### src/rtl/intx_pkg.sv
package intx_pkg;

  // A flag is raised when its line was low last cycle and is high now.
  function automatic logic rise_of(input logic now_v, input logic last_v);
    return now_v & ~last_v;
  endfunction

  // Set has priority over clear.
  function automatic logic pend_next(input logic set_v, input logic pend_v,
                                     input logic clr_v);
    return set_v | (pend_v & ~clr_v);
  endfunction

  // A set counts as a clear-to-set change if the flag is clear or is being
  // cleared in the same cycle.
  function automatic logic fires(input logic set_v, input logic pend_v,
                                 input logic clr_v);
    return set_v & (~pend_v | clr_v);
  endfunction

endpackage

### src/rtl/intx_edge_detect.sv
module intx_edge_detect #(
  parameter int N = 4
) (
  input  logic         clk,
  input  logic         rst_n,
  input  logic [N-1:0] lines_in,
  output logic [N-1:0] rise_o
);
  import intx_pkg::*;

  logic [N-1:0] last_q;

  always_ff @(posedge clk) begin
    if (!rst_n) last_q <= '0;
    else        last_q <= lines_in;
  end

  for (genvar g = 0; g < N; g++) begin : g_rise
    assign rise_o[g] = rise_of(lines_in[g], last_q[g]);
  end

endmodule

### src/rtl/intx_reg_decode.sv
module intx_reg_decode #(
  parameter int N      = 4,
  parameter int ADDR_W = 4,
  parameter int DATA_W = 32
) (
  input  logic              reg_wr,
  input  logic [ADDR_W-1:0] reg_addr,
  input  logic [DATA_W-1:0] reg_wdata,
  output logic [N-1:0]      clr_o,
  output logic [N-1:0]      eoi_o
);
  localparam logic [ADDR_W-1:0] EOI_ADDR = ADDR_W'(N);

  logic eoi_wr;
  assign eoi_wr = reg_wr && (reg_addr == EOI_ADDR);

  for (genvar g = 0; g < N; g++) begin : g_dec
    assign clr_o[g] = reg_wr && (reg_addr == ADDR_W'(g)) && reg_wdata[0];
    assign eoi_o[g] = eoi_wr && (reg_wdata == DATA_W'(g));
  end

endmodule

### src/rtl/intx_pending_bank.sv
module intx_pending_bank #(
  parameter int N = 4
) (
  input  logic         clk,
  input  logic         rst_n,
  input  logic [N-1:0] set_i,
  input  logic [N-1:0] clr_i,
  output logic [N-1:0] pend_o,
  output logic         fire_o
);
  import intx_pkg::*;

  logic [N-1:0] pend_q;
  logic [N-1:0] pend_d;
  logic [N-1:0] fire_v;

  for (genvar g = 0; g < N; g++) begin : g_bit
    assign pend_d[g] = pend_next(set_i[g], pend_q[g], clr_i[g]);
    assign fire_v[g] = fires(set_i[g], pend_q[g], clr_i[g]);


    pend_rise_chk: assert property (@(posedge clk) disable iff (!rst_n)
      $rose(pend_q[g]) |-> $past(set_i[g]));

    pend_fall_chk: assert property (@(posedge clk) disable iff (!rst_n)
      $fell(pend_q[g]) |-> $past(clr_i[g]) && !$past(set_i[g]));
  end

  always_ff @(posedge clk) begin
    if (!rst_n) pend_q <= '0;
    else        pend_q <= pend_d;
  end

  assign pend_o = pend_q;
  assign fire_o = |fire_v;

endmodule

### src/rtl/intx_pulse_merge.sv
module intx_pulse_merge #(
  parameter int N      = 4,
  parameter int ADDR_W = 4,
  parameter int DATA_W = 32
) (
  input  logic              clk,
  input  logic              rst_n,
  input  logic [N-1:0]      intx_in,
  input  logic [ADDR_W-1:0] reg_addr,
  input  logic              reg_wr,
  input  logic [DATA_W-1:0] reg_wdata,
  output logic [DATA_W-1:0] reg_rdata,
  output logic              irq_pulse
);
  logic [N-1:0] rise_w;
  logic [N-1:0] clr_w;
  logic [N-1:0] eoi_w;
  logic [N-1:0] set_req;
  logic [N-1:0] pend_w;
  logic         fire_w;
  logic         irq_q;
  logic         rd_bit;

  intx_edge_detect #(.N(N)) u_edge (
    .clk      (clk),
    .rst_n    (rst_n),
    .lines_in (intx_in),
    .rise_o   (rise_w)
  );

  intx_reg_decode #(.N(N), .ADDR_W(ADDR_W), .DATA_W(DATA_W)) u_dec (
    .reg_wr    (reg_wr),
    .reg_addr  (reg_addr),
    .reg_wdata (reg_wdata),
    .clr_o     (clr_w),
    .eoi_o     (eoi_w)
  );

  // An end-of-interrupt write re-checks only the line it names.
  assign set_req = rise_w | (eoi_w & intx_in);

  intx_pending_bank #(.N(N)) u_bank (
    .clk    (clk),
    .rst_n  (rst_n),
    .set_i  (set_req),
    .clr_i  (clr_w),
    .pend_o (pend_w),
    .fire_o (fire_w)
  );

  always_ff @(posedge clk) begin
    if (!rst_n) irq_q <= 1'b0;
    else        irq_q <= fire_w;
  end
  assign irq_pulse = irq_q;

  always_comb begin
    rd_bit = 1'b0;
    for (int i = 0; i < N; i++) begin
      if (reg_addr == ADDR_W'(i)) rd_bit = pend_w[i];
    end
  end
  assign reg_rdata = {{(DATA_W-1){1'b0}}, rd_bit};


  pulse_cause_chk: assert property (@(posedge clk) disable iff (!rst_n)
    irq_pulse |-> ($past(set_req) != '0));

  pulse_has_flag_chk: assert property (@(posedge clk) disable iff (!rst_n)
    irq_pulse |-> (pend_w != '0));

  eoi_onehot_chk: assert property (@(posedge clk) disable iff (!rst_n)
    $onehot0(eoi_w));

  rdata_upper_zero_chk: assert property (@(posedge clk) disable iff (!rst_n)
    reg_rdata[DATA_W-1:1] == '0);

endmodule

### config.mk
export PLATFORM = sky130hd
export DESIGN_NAME = intx_pulse_merge
export DESIGN_NICKNAME = d
export VERILOG_FILES = /design/src/rtl/intx_pkg.sv /design/src/rtl/intx_edge_detect.sv /design/src/rtl/intx_reg_decode.sv /design/src/rtl/intx_pending_bank.sv /design/src/rtl/intx_pulse_merge.sv
export SDC_FILE = /design/constraint.sdc
export NUM_CORES = 1
export LEC_CHECK = 0
export ABC_AREA = 1
export BUFFER_PORTS_ARGS = -buffer_cell sky130_fd_sc_hd__buf_2
export CAP_MARGIN = 20
export CELL_PAD_IN_SITES_DETAIL_PLACEMENT = 0
export CELL_PAD_IN_SITES_GLOBAL_PLACEMENT = 2
export CORE_MARGIN = 1.5
export CORE_UTILIZATION = 15
export DETAILED_ROUTE_END_ITERATION = 16
export HOLD_SLACK_MARGIN = 0.12
export PLACE_DENSITY_LB_ADDON = 0.05
export SYNTH_ARGS = -nofsm -noshare
export SYNTH_HDL_FRONTEND = slang
export SYNTH_SLANG_ARGS = --single-unit
export TNS_END_PERCENT = 100
### constraint.sdc
create_clock -name clk -period 1 [get_ports clk]
set_input_delay 0.1 -clock clk [delete_from_list [all_inputs] [get_ports clk]]
set_output_delay 0.1 -clock clk [all_outputs]
set_load 0.02 [all_outputs]
==> results by group, run 1 <==
Outcome
  • Outcome: finished with violations
  • Failing checks: negative setup slack

STA
  • Final setup margin: -0.0359 ns
  • Endpoints failing setup: 1
  • Final Hold Slack: 0.168 ns
  • RSZ-0062 raised after global routing: yes
  • Post-layout minimum cycle time: 1.04 ns
  • Maximum clock frequency: a little under 1000 MHz
  • Final Cycle Share: 104%
  • Max-slew violations: 0
  • Final Hold Vio Count: 0
  • Layout Skew: around 0.0044 ns
  • Final setup TNS: -0.0359 ns

Global route
  • Initial antenna violation count: 0
  • Grt ovf: 0
  • Number of global-route vias before repair: 744
  • Largest net degree at the start of global routing: 10
  • GRT Util Overall: 6.58%
  • First-pass GRT wire length: 3190 um

Cells and area
  • Ant. Diodes: 0
  • Fill cells: 656
  • Most frequent cells in the layout: buf_2, conb_1, nand2_1
  • Layout cells sized above 1: 36.5%
  • Cell Count, Final, Fillers Out: around 270
  • Area Overhead vs Synth: 41.7%
  • Most common cell after layout, fill and taps aside: buf_2
  • Multi-input gate area: roughly 550 sq um
  • Final net count: ~240
  • Register Area: 185 sq um

Worst setup path
  • Critical Path RT: around 0.9 ns
  • Crit-path max cell delay: 0.32 ns
  • Crit-path slowest cell: dfxtp_2
  • WP data arrival: approximately 0.94 ns
  • Crit-path cells: nand4_1 -> o2111ai_2 -> buf_6
  • Worst setup EP type: primary output
  • Startpoint types: register
  • CP Max Fanout: 2
  • Crit path kind: reg2out

Yosys
  • Sequential element share of the synthesized area: 20.7%
  • FF+latch count, synth: 9
  • Cell area after synthesis: 871 sq um
  • Syn Area/Cell: around 6.0 sq um
  • Distinct cells, synth: 18
  • Post-Syn Instances: 144
  • Synth warnings: 0

Flow run
  • Max_cap viols: 0

Route
  • M1 WL: 925 um
  • Vias: 917
  • Routed Antenna Nets: 0
  • DR vias/cell: 3.41
  • Routed wire length per instance: 8.03 um
  • DRT Pass-1 Iters: 4
  • Routed wl met3: between 150 and 200 um
  • Final WL: ~2200 um
  • Drt initial violations: 18
  • Highest metal used: met4
  • DR DRC count: 0
  • Met2 WL: 1040 um

Power and ir drop
  • Leakage: 0.661 nW
  • PwrDens: 966 nW/um^2
  • Max VDD drop: between 200 and 250 uV

Clock tree
  • Post-CTS Setup Repair Bufs: 0
  • Worst skew pair latency: approximately 0.23 ns
  • CTS Buf Count: 3
  • Reg clk slew, reported paths: ~0.05 ns
  • Root Buffer: clkbuf_8
  • CTS tree: done
  • Clk buf depth: 2
  • CTS Sinks: 9
  • H-Tree Depth: 1

Die
  • Die X: 79.2 um
  • Starting density of the core: 15.7%
  • # rows: 27
  • Core Region: ~5500 sq um
  • Full die area: 6270 sq um
  • I/O Pins: 76
  • Die height: 79.2 um

Placement
  • Port bufs: 44
  • Post-DP HPWL: 1900 um
  • DP Cell Count: 261
  • Routability cong.: 0.793

Min path
  • Hold crit path type: in2reg
## metrics by stage
step	power, W	setup WS, ns	utilization, %	instance area [sq um]
final	0.00119	-0.0359	22.3	1230
after CTS	0.00120	-0.0353	21.5	1190
after floorplan	0.000703	0.0799	-	983
after global placement	0.000741	-0.246	19.5	1080
after detailed placement	0.000740	-0.251	19.5	1080
after global routing	0.00127	-0.0958	22.3	1230
## synth_stat cells (all sizes together)
library cell,count,area (sq um)
o21bai,1,7.51
o21ai,6,30.0
o31ai,1,7.51
nand2,33,129
conb,1,3.75
nor2,27,111
o2111ai,1,8.76
nand4,3,18.8
buf,32,240
clkbuf,1,3.75
dfxtp,9,180
inv,16,60.1
nand3,12,60.1
nor3,1,10.0
## layer usage
layer,vias up,track usage [%]
li1,490,-
met5,-,0
met4,0,4.21
met2,42,11.0
met3,2,0.920
met1,383,7.82
## path summary, 6_finish.rpt
kind / cells after the start / startpoint / slack [ns] / to
setup / recovery: 3 / u_bank.pend_o[0] / -0.04 / reg_rdata[0]
hold / removal: 3 / rst_n / 0.17 / u_bank.pend_o[1]
setup reg to reg: 6 / u_edge.last_q[3] / 0.10 / irq_pulse
hold reg to reg: 5 / u_edge.last_q[0] / 0.57 / u_bank.pend_o[0]
## power breakdown
| part | internal (W) | switching (W) | total (W) |
|---|---|---|---|
| Clock | 0.000278 | 0.000147 | 0.000425 |
| Sequential | 0.000388 | 0.0000113 | 0.000399 |
| Combinational | 0.000134 | 0.000234 | 0.000368 |
| Total | 0.000800 | 0.000393 | 0.00119 |
## worst max-delay path, delay by kind of cell (launching register included)
kind            cells  cell delay (ns)
flops               1             0.32
buf+inv             1             0.15
simple gates        1             0.10
compound gates      1             0.13
## layout make-up
| class | instances | share of cell area, % |
|---|---|---|
| clock buffers | 4 | 3.65 |
| flip-flops and latches | 9 | 15.0 |
| inverters | 16 | 4.87 |
| repair buffers | 52 | 24.2 |
| well taps | 72 | 7.30 |
| multi-input cells | 116 | 44.9 |
## registers in the layout (all words and copies together) (netlist names)
signal	count
u_edge.last_q	4
irq_pulse	1
u_bank.pend_o	4
## kinds of logic after synthesis
family | count (synthesis) | share of synthesized area [%]
compound gates | 9 | 6.18
buf+inv | 49 | 34.9
flops | 9 | 20.7
other cells | 1 | 0.431
simple gates | 76 | 37.8
## timing repair
action                                  4_1_cts  5_1_grt
endpoints found under the hold margin         4        0
hold buffers                                  4        0
endpoints found under the setup margin        2        6
pin swaps                                     2        8
gates resized for setup                      10       10
(Power assumes the default switching activity.)
==> inputs of run 2 (changes only) <==
--- a/config.mk
+++ b/config.mk
@@ -15,6 +15,7 @@
 export DETAILED_ROUTE_END_ITERATION = 16
 export HOLD_SLACK_MARGIN = 0.12
 export PLACE_DENSITY_LB_ADDON = 0.05
+export SKIP_CTS_REPAIR_TIMING = 1
 export SYNTH_ARGS = -nofsm -noshare
 export SYNTH_HDL_FRONTEND = slang
 export SYNTH_SLANG_ARGS = --single-unit
==> run 2 against run 1 <==
  * The run still ends with negative setup slack left
  * Largest power group unchanged
  * First-iteration DRC count increased by 22%
  * Cell area increased by 5.7%
  * Maximum frequency increased by 0.28%
==> results by group, run 2 (synthesis results as in run 1) <==
Route
  • Vias: 946
  • DR DRC count: 0
  • Routed wire length per instance: between 8 and 9 um
  • Drt initial violations: 22
  • Final WL: about 2300 um
  • DR vias/cell: between 3 and 4
  • Routed Antenna Nets: 0
  • DRT Pass-1 Iters: 4

Placement
  • Post-DP HPWL: 1900 um
  • Routability cong.: a little under 0.8
  • Port bufs: 44
  • DP Cell Count: 261

Min path
  • Hold EP: u_bank.pend_o[1]
  • Worst hold stages: 3
  • Hold crit path type: in2reg
  • Hold_sp: rst_n

Worst setup path
  • Reg2reg start: u_edge.last_q[3]
  • Crit-path max cell delay: 0.32 ns
  • Crit-path slowest cell: dfxtp_2
  • Buf/Inv on CP: 1
  • CP Max Fanout: 2
  • Worst path top cell family by delay: flip-flops
  • Crit path kind: reg2out
  • FF-to-FF End: irq_pulse
  • Flop-to-flop setup slack: 0.11 ns
  • Critical Path RT: 0.90 ns
  • Crit-path cells: nand4_1 -> o2111ai_2 -> buf_6
  • Worst setup EP type: primary output
  • Startpoint types: register
  • WP data arrival: 0.93 ns
  • R2r worst-path depth: 6
  • Worst setup path startpoint: u_bank.pend_o[1]

Cells and area
  • Area Overhead vs Synth: 49.7%
  • Cell Count, Final, Fillers Out: roughly 270
  • Layout cells sized above 1: 42.6%
  • Most frequent cells in the layout: buf_2, conb_1, nand2_1
  • Ant. Diodes: 0
  • Final net count: 241
  • Most common cell after layout, fill and taps aside: buf_2

STA
  • Post-layout minimum cycle time: a little over 1 ns
  • Final Hold Slack: approximately 0.17 ns
  • Max-slew violations: 0
  • Final Hold Vio Count: 0
  • Maximum clock frequency: roughly 970 MHz
  • Final setup margin: -0.0330 ns
  • Endpoints failing setup: 1
  • Final Cycle Share: 103%
  • Layout Skew: between 0.004 and 0.005 ns
  • RSZ-0062 raised after global routing: yes

Die
  • # rows: 27
  • Full die area: between 6000 and 7000 sq um
  • Die height: 79.2 um
  • Die X: between 70 and 80 um
  • Core Region: 5540 sq um
  • I/O Pins: 76
  • Starting density of the core: 15.7%

Global route
  • First-pass GRT wire length: around 3100 um
  • Number of global-route vias before repair: 727
  • Initial antenna violation count: 0
  • Largest net degree at the start of global routing: 10
  • GRT Util Overall: 6.44%
  • Grt ovf: 0

Flow run
  • Max_cap viols: 0

Clock tree
  • CTS Buf Count: 3
  • Reg clk slew, reported paths: 0.05 ns
  • Root Buffer: clkbuf_8
  • Worst skew pair latency: 0.23 ns
  • H-Tree Depth: 1
  • Clk buf depth: 2
  • CTS tree: done
  • CTS Sinks: 9

Outcome
  • Outcome: finished with violations
  • Failing checks: negative setup slack

Power and ir drop
  • Final Power: approximately 0.0012 W
  • Max VDD drop: 237 uV
  • Leakage: 0.674 nW
  • PwrDens: about 940 nW/um^2
==> run 2: through the flow <==
step / worst slack [ns] / utilization (%) / cell area [sq um] / setup TNS [ns]
after global placement: -0.246 / 19.5 / 1080 / -0.885
after CTS: -0.105 / 20.3 / 1120 / -0.118
after detailed placement: -0.251 / 19.5 / 1080 / -0.860
after floorplan: 0.0799 / - / 983 / 0
after global routing: -0.0925 / 23.5 / 1300 / -0.179
final: -0.0330 / 23.5 / 1300 / -0.0330
==> run 2: cell type report <==
| type | instances | area, sq um |
|---|---|---|
| Fill cell | 649 | 4240 |
| Sequential cell | 9 | 185 |
| Timing Repair Buffer | 52 | 324 |
| Tap cell | 72 | 90.1 |
| Multi-Input combinational cell | 116 | 599 |
| Clock buffer | 4 | 45.0 |
| Inverter | 16 | 60.1 |
==> run 2: worst max-delay path by stage <==
stage / end / depth (start not counted) / slack (ns)
6_report: reg_rdata[0] / 3 / -0.03
5_1_grt: reg_rdata[0] / 3 / -0.09
4_1_cts: reg_rdata[0] / 3 / -0.10
3_5_place_dp: irq_pulse / 10 / -0.25
3_3_place_gp: irq_pulse / 10 / -0.25
2_1_floorplan: irq_pulse / 9 / 0.08
==> run 2: worst reg2reg max path, stage by stage, from the launching register on <==
cell	delay, ns
dfxtp_1	0.30
inv_1	0.03
o21bai_2	0.19
nand3_1	0.08
nand2_1	0.05
nor2_1	0.08
nor2_1	0.05
==> run 2: report_power, final <==
group | leakage (nW) | internal (W) | switching, W
logic | 0.575 | 0.000150 | 0.000248
registers | 0.0761 | 0.000388 | 0.0000117
clock network | 0.0228 | 0.000278 | 0.000148
total | 0.674 | 0.000816 | 0.000408
==> run 2: metal layers <==
| metal | share of wire [%] | up-vias | global-route usage, % |
|---|---|---|---|
| met3 | 7.3 | 2 | 1.03 |
| met5 | 0 | - | 0 |
| li1 | - | 491 | - |
| met2 | 50 | 46 | 10.7 |
| met1 | 41 | 407 | 7.62 |
| met4 | 1.4 | 0 | 4.21 |
==> inputs of run 3 (changes only) <==
--- a/config.mk
+++ b/config.mk
@@ -11,7 +11,7 @@
 export CELL_PAD_IN_SITES_DETAIL_PLACEMENT = 0
 export CELL_PAD_IN_SITES_GLOBAL_PLACEMENT = 2
 export CORE_MARGIN = 1.5
-export CORE_UTILIZATION = 15
+export CORE_UTILIZATION = 16
 export DETAILED_ROUTE_END_ITERATION = 16
 export HOLD_SLACK_MARGIN = 0.12
 export PLACE_DENSITY_LB_ADDON = 0.05
==> constraint.sdc (replaced) <==
create_clock -name clk -period 1.05 [get_ports clk]
set_input_delay 0.105 -clock clk [delete_from_list [all_inputs] [get_ports clk]]
set_output_delay 0.105 -clock clk [all_outputs]
set_load 0.02 [all_outputs]
==> run 3 against run 2 <==
  * The run still ends with negative setup slack left
  * Clock power down 5.9%
  * Cell area down 6.5%
  * Largest power group unchanged
  * Critical path type unchanged
  * Total power down 7.9%
  * Sequential power down 5.0%
==> results by group, run 3 (synthesis results as in run 1) <==
Outcome
  • Outcome: finished with violations
  • Failing checks: negative setup slack

Placement
  • Port bufs: 44
  • Post-DP HPWL: ~1900 um
  • DP Cell Count: around 260
  • Routability cong.: 0.754
  • Setup slack at placement: -0.176 ns

Clock tree
  • Clk buf depth: 2
  • Root Buffer: clkbuf_8
  • H-Tree Depth: 1
  • Reg clk slew, reported paths: 0.05 ns
  • CTS Sinks: 9
  • Worst skew pair latency: 0.23 ns
  • CTS tree: done
  • CTS Buf Count: 3

STA
  • Post-layout minimum cycle time: around 1.1 ns
  • Final setup margin: -0.0117 ns
  • RSZ-0062 raised after global routing: yes
  • Layout Skew: 0.00285 ns
  • Endpoints failing setup: 1
  • Max-slew violations: 0
  • Maximum clock frequency: 942 MHz
  • Final Hold Vio Count: 0
  • Final Cycle Share: 101%
  • Final setup TNS: -0.0117 ns

Route
  • Vias: between 900 and 1000
  • DR DRC count: 0
  • DRT Pass-1 Iters: 4
  • Final WL: 2150 um
  • Drt initial violations: 15
  • Routed wire length per instance: 8.07 um
  • Routed Antenna Nets: 0
  • DR vias/cell: 3.52

Worst setup path
  • CP Max Fanout: 2
  • WP data arrival: 0.96 ns
  • Crit path kind: reg2out
  • Worst setup path startpoint: u_bank.pend_o[1]
  • Worst setup EP type: primary output
  • Critical Path RT: about 0.94 ns
  • Startpoint types: register
  • Reg2reg start: u_edge.last_q[3]

Cells and area
  • Most frequent cells in the layout: buf_2, conb_1, nand2_1
  • Cell Count, Final, Fillers Out: 266
  • Most common cell after layout, fill and taps aside: buf_2
  • Layout Utilization: 23.6%
  • Fill cells: 602
  • Final net count: 240
  • Area Overhead vs Synth: 39.9%
  • Ant. Diodes: 0
  • Layout cells sized above 1: 36.7%

Die
  • Core Region: 5170 sq um
  • Die X: around 77 um
  • # rows: 26
  • Starting density of the core: 16.8%
  • I/O Pins: between 70 and 80
  • Die height: between 70 and 80 um
  • Full die area: 5890 sq um

Global route
  • Largest net degree at the start of global routing: 10
  • Number of global-route vias before repair: 781
  • Initial antenna violation count: 0
  • First-pass GRT wire length: 3260 um
  • Grt ovf: 0
  • GRT Util Overall: 6.88%

Power and ir drop
  • PwrDens: about 930 nW/um^2
  • Max VDD drop: 248 uV
  • Leakage: 0.655 nW

Min path
  • Hold crit path type: in2reg
  • Hold_sp: intx_in[1]

Flow run
  • Max_cap viols: 0
## run 3: changes by cell type in the layout (fill, tap and decap cells not counted), moves of 2 or more
cell,previous run,this run
nand2_2,6,3
buf_6,5,0
nand2_1,27,30
buf_2,38,43
nor2_4,6,4
nor2_2,7,2
nor2_1,14,21
## run 3: per-stage QoR
step	total power, W	hold slack, ns	instance area [sq um]
2_1_floorplan	0.000669	0.198	983
3_3_place_gp	0.000707	0.329	1080
3_5_place_dp	0.000705	0.317	1080
4_1_cts	0.00111	0.0783	1120
5_1_grt	0.00119	0.147	1220
6_report	0.00113	0.0986	1220
## run 3: final cells by class
class | instances | area [sq um] | share of cell area (%)
sequential | 9 | 184 | 15.1
timing repair buffer | 51 | 283 | 23.2
tap | 70 | 87.6 | 7.19
multi-input combinational | 116 | 559 | 45.9
clock buffer | 4 | 45.0 | 3.70
inverter | 16 | 60.1 | 4.93
## run 3: critical path, stage by stage, from the launching register on
cell and delay, ns:
dfxtp_1 0.33, nand4_1 0.13, o2111ai_2 0.09, buf_4 0.17
## run 3: layer usage
metal  wire length (um)  vias up  GRT usage, %
met2               1100       41          12.7
met3                133        2         0.476
met1                886      409          7.74
li1                   -      485             -
met5                  0        -             0
met4                 29        0          3.89
## run 3: report_power, final
| group | total [W] | switching (W) | internal (W) | leakage (nW) |
|---|---|---|---|---|
| clock network | 0.000401 | 0.000137 | 0.000265 | 0.0228 |
| registers | 0.000379 | 0.0000107 | 0.000369 | 0.0759 |
| logic | 0.000347 | 0.000223 | 0.000123 | 0.556 |
## run 3: path summary, 6_finish.rpt
| kind | to | slack [ns] | cells past startpoint |
|---|---|---|---|
| worst min-delay path | u_edge.last_q[1] | 0.1 | 3 |
| worst max register to register | irq_pulse | 0.16 | 6 |
| worst max-delay path | reg_rdata[0] | -0.01 | 3 |
| worst min register to register | u_bank.pend_o[2] | 0.57 | 5 |
